**src/rtl/ilas_pkg.sv**
```systemverilog
package ilas_pkg;
  localparam logic [7:0] K_MF_OPEN  = 8'h1C;
  localparam logic [7:0] K_MF_CLOSE = 8'h7C;
  localparam logic [7:0] K_CFG_MARK = 8'h9C;
  localparam int CFG_OCTETS = 14;
  localparam int MM_W       = 11;

  localparam int MM_LID   = 0;
  localparam int MM_LANES = 1;
  localparam int MM_CONVS = 2;
  localparam int MM_OCTS  = 3;
  localparam int MM_FRM   = 4;
  localparam int MM_NBITS = 5;
  localparam int MM_NTOT  = 6;
  localparam int MM_SPC   = 7;
  localparam int MM_HD    = 8;
  localparam int MM_SUBC  = 9;
  localparam int MM_CSUM  = 10;

  typedef struct packed {
    logic [4:0] lane_id;
    logic [5:0] lanes;
    logic [8:0] convs;
    logic [8:0] octs;
    logic [5:0] frames;
    logic [5:0] nbits;
    logic [5:0] ntot;
    logic [5:0] spc;
    logic       hd;
    logic [2:0] subclass;
  } cfg_t;

  localparam int CFG_W = $bits(cfg_t);
endpackage

```
**src/rtl/ilas_lane.sv**
```systemverilog
module ilas_lane
  import ilas_pkg::*;
(
  input  logic       clk,
  input  logic       rst,
  input  logic       sync_ok,
  input  logic [7:0] octet,
  input  logic       is_k,
  output logic       sof_stb,
  output cfg_t       rx,
  output logic       cfg_valid,
  output logic       cs_bad,
  output logic       fmt_err,
  output logic       done
);
  typedef enum logic [1:0] {L_WAIT, L_IN, L_GAP, L_DONE} st_t;
  localparam int POS_W = $clog2(CFG_OCTETS + 2);
  localparam logic [POS_W-1:0] POS_END = POS_W'(CFG_OCTETS + 1);
  localparam logic [POS_W-1:0] POS_CS  = POS_W'(CFG_OCTETS);

  st_t              st;
  logic [1:0]       mf;
  logic [POS_W-1:0] pos;
  logic [7:0]       sum;
  logic is_open, is_close, is_mark;

  assign is_open  = is_k && (octet == K_MF_OPEN);
  assign is_close = is_k && (octet == K_MF_CLOSE);
  assign is_mark  = is_k && (octet == K_CFG_MARK);
  assign sof_stb  = sync_ok && is_open && (st == L_WAIT || st == L_GAP);

  always_ff @(posedge clk) begin
    if (rst || !sync_ok) begin
      st        <= L_WAIT;
      mf        <= '0;
      pos       <= '0;
      sum       <= '0;
      rx        <= '0;
      cfg_valid <= 1'b0;
      cs_bad    <= 1'b0;
      fmt_err   <= 1'b0;
      done      <= 1'b0;
    end else begin
      case (st)
        L_WAIT: if (is_open) begin
          st  <= L_IN;
          mf  <= 2'd0;
          pos <= '0;
        end
        L_GAP: if (is_open) begin
          st  <= L_IN;
          mf  <= mf + 2'd1;
          pos <= '0;
        end
        L_IN: begin
          if (is_close) begin
            if (mf == 2'd1 && pos != POS_END) fmt_err <= 1'b1;
            if (mf == 2'd3) begin
              st   <= L_DONE;
              done <= 1'b1;
            end else begin
              st <= L_GAP;
            end
          end else if (is_open) begin
            fmt_err <= 1'b1;
          end else if (mf == 2'd1 && pos != POS_END) begin
            if (pos == '0) begin
              if (is_mark) pos <= POS_W'(1);
              else begin
                fmt_err <= 1'b1;
                pos     <= POS_END;
              end
            end else if (pos == POS_CS) begin
              cfg_valid <= 1'b1;
              cs_bad    <= (sum != octet);
              pos       <= POS_END;
            end else begin
              sum <= sum + octet;
              pos <= pos + POS_W'(1);
              case (pos)
                POS_W'(1): rx.lane_id <= octet[4:0];
                POS_W'(2): rx.lanes   <= {1'b0, octet[4:0]} + 6'd1;
                POS_W'(3): rx.octs    <= {1'b0, octet} + 9'd1;
                POS_W'(4): rx.frames  <= {1'b0, octet[4:0]} + 6'd1;
                POS_W'(5): rx.convs   <= {1'b0, octet} + 9'd1;
                POS_W'(6): rx.nbits   <= {1'b0, octet[4:0]} + 6'd1;
                POS_W'(7): begin
                  rx.ntot     <= {1'b0, octet[4:0]} + 6'd1;
                  rx.subclass <= octet[7:5];
                end
                POS_W'(8): rx.spc     <= {1'b0, octet[4:0]} + 6'd1;
                POS_W'(9): rx.hd      <= octet[7];
                default: ;
              endcase
            end
          end
        end
        default: ;
      endcase
    end
  end


  fmt_sticky_chk: assert property (@(posedge clk) disable iff (rst)
    ($past(fmt_err) && $past(sync_ok) && !$past(rst)) |-> fmt_err);


  done_needs_cfg_chk: assert property (@(posedge clk) disable iff (rst)
    $rose(done) |-> (cfg_valid || fmt_err));
endmodule

```
**config.mk**
```make
export PLATFORM = sky130hd
export DESIGN_NAME = ilas_lane
export DESIGN_NICKNAME = d
export VERILOG_FILES = /design/src/rtl/ilas_pkg.sv /design/src/rtl/ilas_lane.sv
export SDC_FILE = /design/constraint.sdc
export NUM_CORES = 1
export LEC_CHECK = 0
export CORE_ASPECT_RATIO = 0.6
export CORE_MARGIN = 5
export CORE_UTILIZATION = 60
export DETAILED_ROUTE_END_ITERATION = 7
export DONT_BUFFER_PORTS = 1
export GPL_TIMING_DRIVEN = 0
export PLACE_DENSITY = 0.8
export SETUP_SLACK_MARGIN = 0.02
export SLEW_MARGIN = 20
export SYNTH_ARGS = -nofsm -noshare
export SYNTH_HDL_FRONTEND = slang
export SYNTH_SLANG_ARGS = --single-unit
```
**constraint.sdc**
```tcl
create_clock -name clk -period 8 [get_ports clk]
set_input_delay 2.4 -clock clk [delete_from_list [all_inputs] [get_ports clk]]
set_output_delay 2.4 -clock clk [all_outputs]
set_load 0.03 [all_outputs]
```
==> run metrics <==
largest net degree at the start of global routing=15; chip height=70.6 um; sequential share of the synthesized area=41.9%; core box area=6030 um^2; post-CTS sizing=0; register bit total from synthesis=77; Comb pwr share=5.0%; io pins=74; grt ovf=0; R2R setup slack=5.88 ns; CTS tree=built; Max-Cap Viols=0; hold path endpoint=sum[6]$_SDFFE_PP0P_; layout cells sized above 1=12.8%; Cells after DPL=491; pre-CTS WS=1.44 ns; area leader, netlist=dfxtp_1; post-synthesis cell area=3680 um^2; final setup margin=1.41 ns; Multi-input gate area=1940 um^2; cts hold-fix bufs=0; fill count=493; dominant cells by area after synthesis=dfxtp_1 (42%), nand3_1 (7.3%), o21ai_0 (5.6%), ha_1 (5.1%), mux2i_1 (4.1%); final wirelength=9760 um; CP Class=input pin to primary output; endpoints failing setup=0; clock sinks=77; syn_nets=435; Switching Share=25.6%; Syn-to-layout area delta=7.55%; FF+latch area=1540 um^2; Post-Syn Instances=407; Hold WS=0.477 ns; Final Cycle Share=82.4%; Fin. Hold Viols=0; via count=3208; most common cell in the synthesized netlist=dfxtp_1; FMAX=152 MHz; post-DP HPWL=7270 um; worst min-delay path startpoint=sum[6]$_SDFFE_PP0P_; leakage=1.41 nW; Routed Antenna Nets=0; die width=111 um; skew final=0.0106 ns; warnings from Yosys=0; end of the worst register-to-register path=rx[34]$_SDFFE_PP0P_; Inserted Diodes=0; vias in the first global route=2990; overall routing resource usage=25.3%; Peak VDD IR=0.000110 V; CTS root buffer=clkbuf_8; clock buffer depth=2; status=finished clean; top-area cell type share of the netlist area=41.9%; R2R cell count=8; worst hold path class=register to register; fin util=65.6%; H-tree levels=3; max-slew violation count=0; starting density of the core=61.0%; r2r startpoint=pos[1]$_SDFFE_PP0P_; Slew @ Worst Pin=0.619 ns; crit start category=input pin; CP required=5.60 ns; Post-synth EDFFs=0; post-CTS setup buffer count=0; Max FO, Critical Path=9; fin nets=446; die area=7850 um^2; sequential power share=56.3%; FFs w/ async S/R, synth=0%; Detailed Route Iter0 Violations=369; first-pass GRT wire length=15900 um; slew margin rel.=58.8%; Clk pwr share=38.8%; Power Dens Cells=172 nW/um^2; WL per Instance=19.2 um; DR vias/cell=6.33; critical path capture point type=primary output; initial antenna violation count=0; Main synth FF type=dfxtp_1; IO Port Bufs=0; drt drc=0; P_int=0.507 mW; Mean Syn Cell Area=9.04 um^2; cts bufs inserted=9; Distinct cells, synth=58; most instantiated cells after synthesis=dfxtp_1 (77), nand3_1 (54), o21ai_0 (41); RSZ-0062 raised after global routing=false; Post-Layout Cell Count=507; DRT Pass-1 Iters=5; Clock Latency Late Sink=0.36 ns; crit path DAT=4.19 ns; Switch Pwr=0.174 mW; row count=22; setup TNS=0 ns; Worst Hold Depth=2; clk slew on worst S/H paths=0.08 ns; routability cong.=0.907; min cycle time layout=6.59 ns
==> per-stage QoR <==
stage / area, um^2 / power [mW]
final: 3960 / 0.681
after global routing: 3960 / 0.708
after CTS: 3960 / 0.682
after detailed placement: 3780 / 0.424
after global placement: 3780 / 0.424
after floorplan: 3680 / 0.415
==> registers in the layout, indices dropped and copies added, names as in the netlist <==
register and cells:
st 2, cs_bad 1, fmt_err 1, rx 57
pos 4, done 1, sum 8, mf 2
cfg_valid 1
==> placed cells by master, fill, tap and decap left out, drive strengths merged, types with 3 or more instances in the layout <==
cell      instances
a211oi            6
a21oi            11
a31oi             3
and3              4
buf              15
clkbuf           22
clkinvlp          3
dfxtp            77
ha               15
inv              10
mux2i            15
nand2            26
nand2b            6
nand3            55
nand4            12
nor2             33
nor2b             5
nor3              7
nor3b             5
o211ai            5
o21ai            42
o31ai             9
xnor2             6
xor2              4
==> critical path, cell delays in order <==
cell	delay (ns)
clkbuf_1	0.20
inv_1	0.17
ha_1	0.19
nand2_1	0.09
or3_2	0.54
nor3_4	0.23
and2_1	0.36
==> worst max path at each step <==
stage | start | to | slack, ns
after floorplan | octet[0] | sof_stb | 1.70
after global placement | octet[0] | sof_stb | 1.47
after detailed placement | octet[0] | sof_stb | 1.44
after CTS | octet[0] | sof_stb | 1.44
after global routing | octet[0] | sof_stb | 1.30
final | octet[0] | sof_stb | 1.41
==> kinds of logic (layout without fill, tap and decap cells) <==
family | Yosys count | count (layout) | synth area share, %
XOR/XNOR | 10 | 10 | 2.38
AND/OR/NAND/NOR | 164 | 164 | 24.9
AO/OA/AOI/OAI | 89 | 89 | 15.4
adder cells (fa/ha/maj) | 16 | 16 | 5.65
buffers and inverters | 35 | 51 | 5.38
flip-flops | 77 | 77 | 41.9
multiplexers | 16 | 16 | 4.39
==> layer usage <==
layer / global-route usage, % / up-vias / share of wire (%)
met5: 0 / - / 0
met4: 8.10 / 0 / 1.1
met3: 10.1 / 16 / 12
met2: 35.7 / 161 / 42
met1: 35.6 / 1543 / 45
li1: - / 1488 / -
==> area by class of cell <==
class	count	share of cell area [%]
tap	84	2.66
clock inverter	6	1.14
clock buffer	10	3.23
buffer	27	4.24
inverter	8	0.759
multi-input combinational	295	49.0
sequential	77	39.0
==> power by group through the flow <==
| stage | combinational (mW) | clock (mW) | sequential (mW) |
|---|---|---|---|
| after floorplan | 0.0232 | 0 | 0.392 |
| after global placement | 0.0318 | 0 | 0.392 |
| after detailed placement | 0.0324 | 0 | 0.392 |
| after CTS | 0.0326 | 0.266 | 0.383 |
| after global routing | 0.0365 | 0.289 | 0.383 |
| final | 0.0337 | 0.264 | 0.383 |
(Power assumes the default switching activity.)
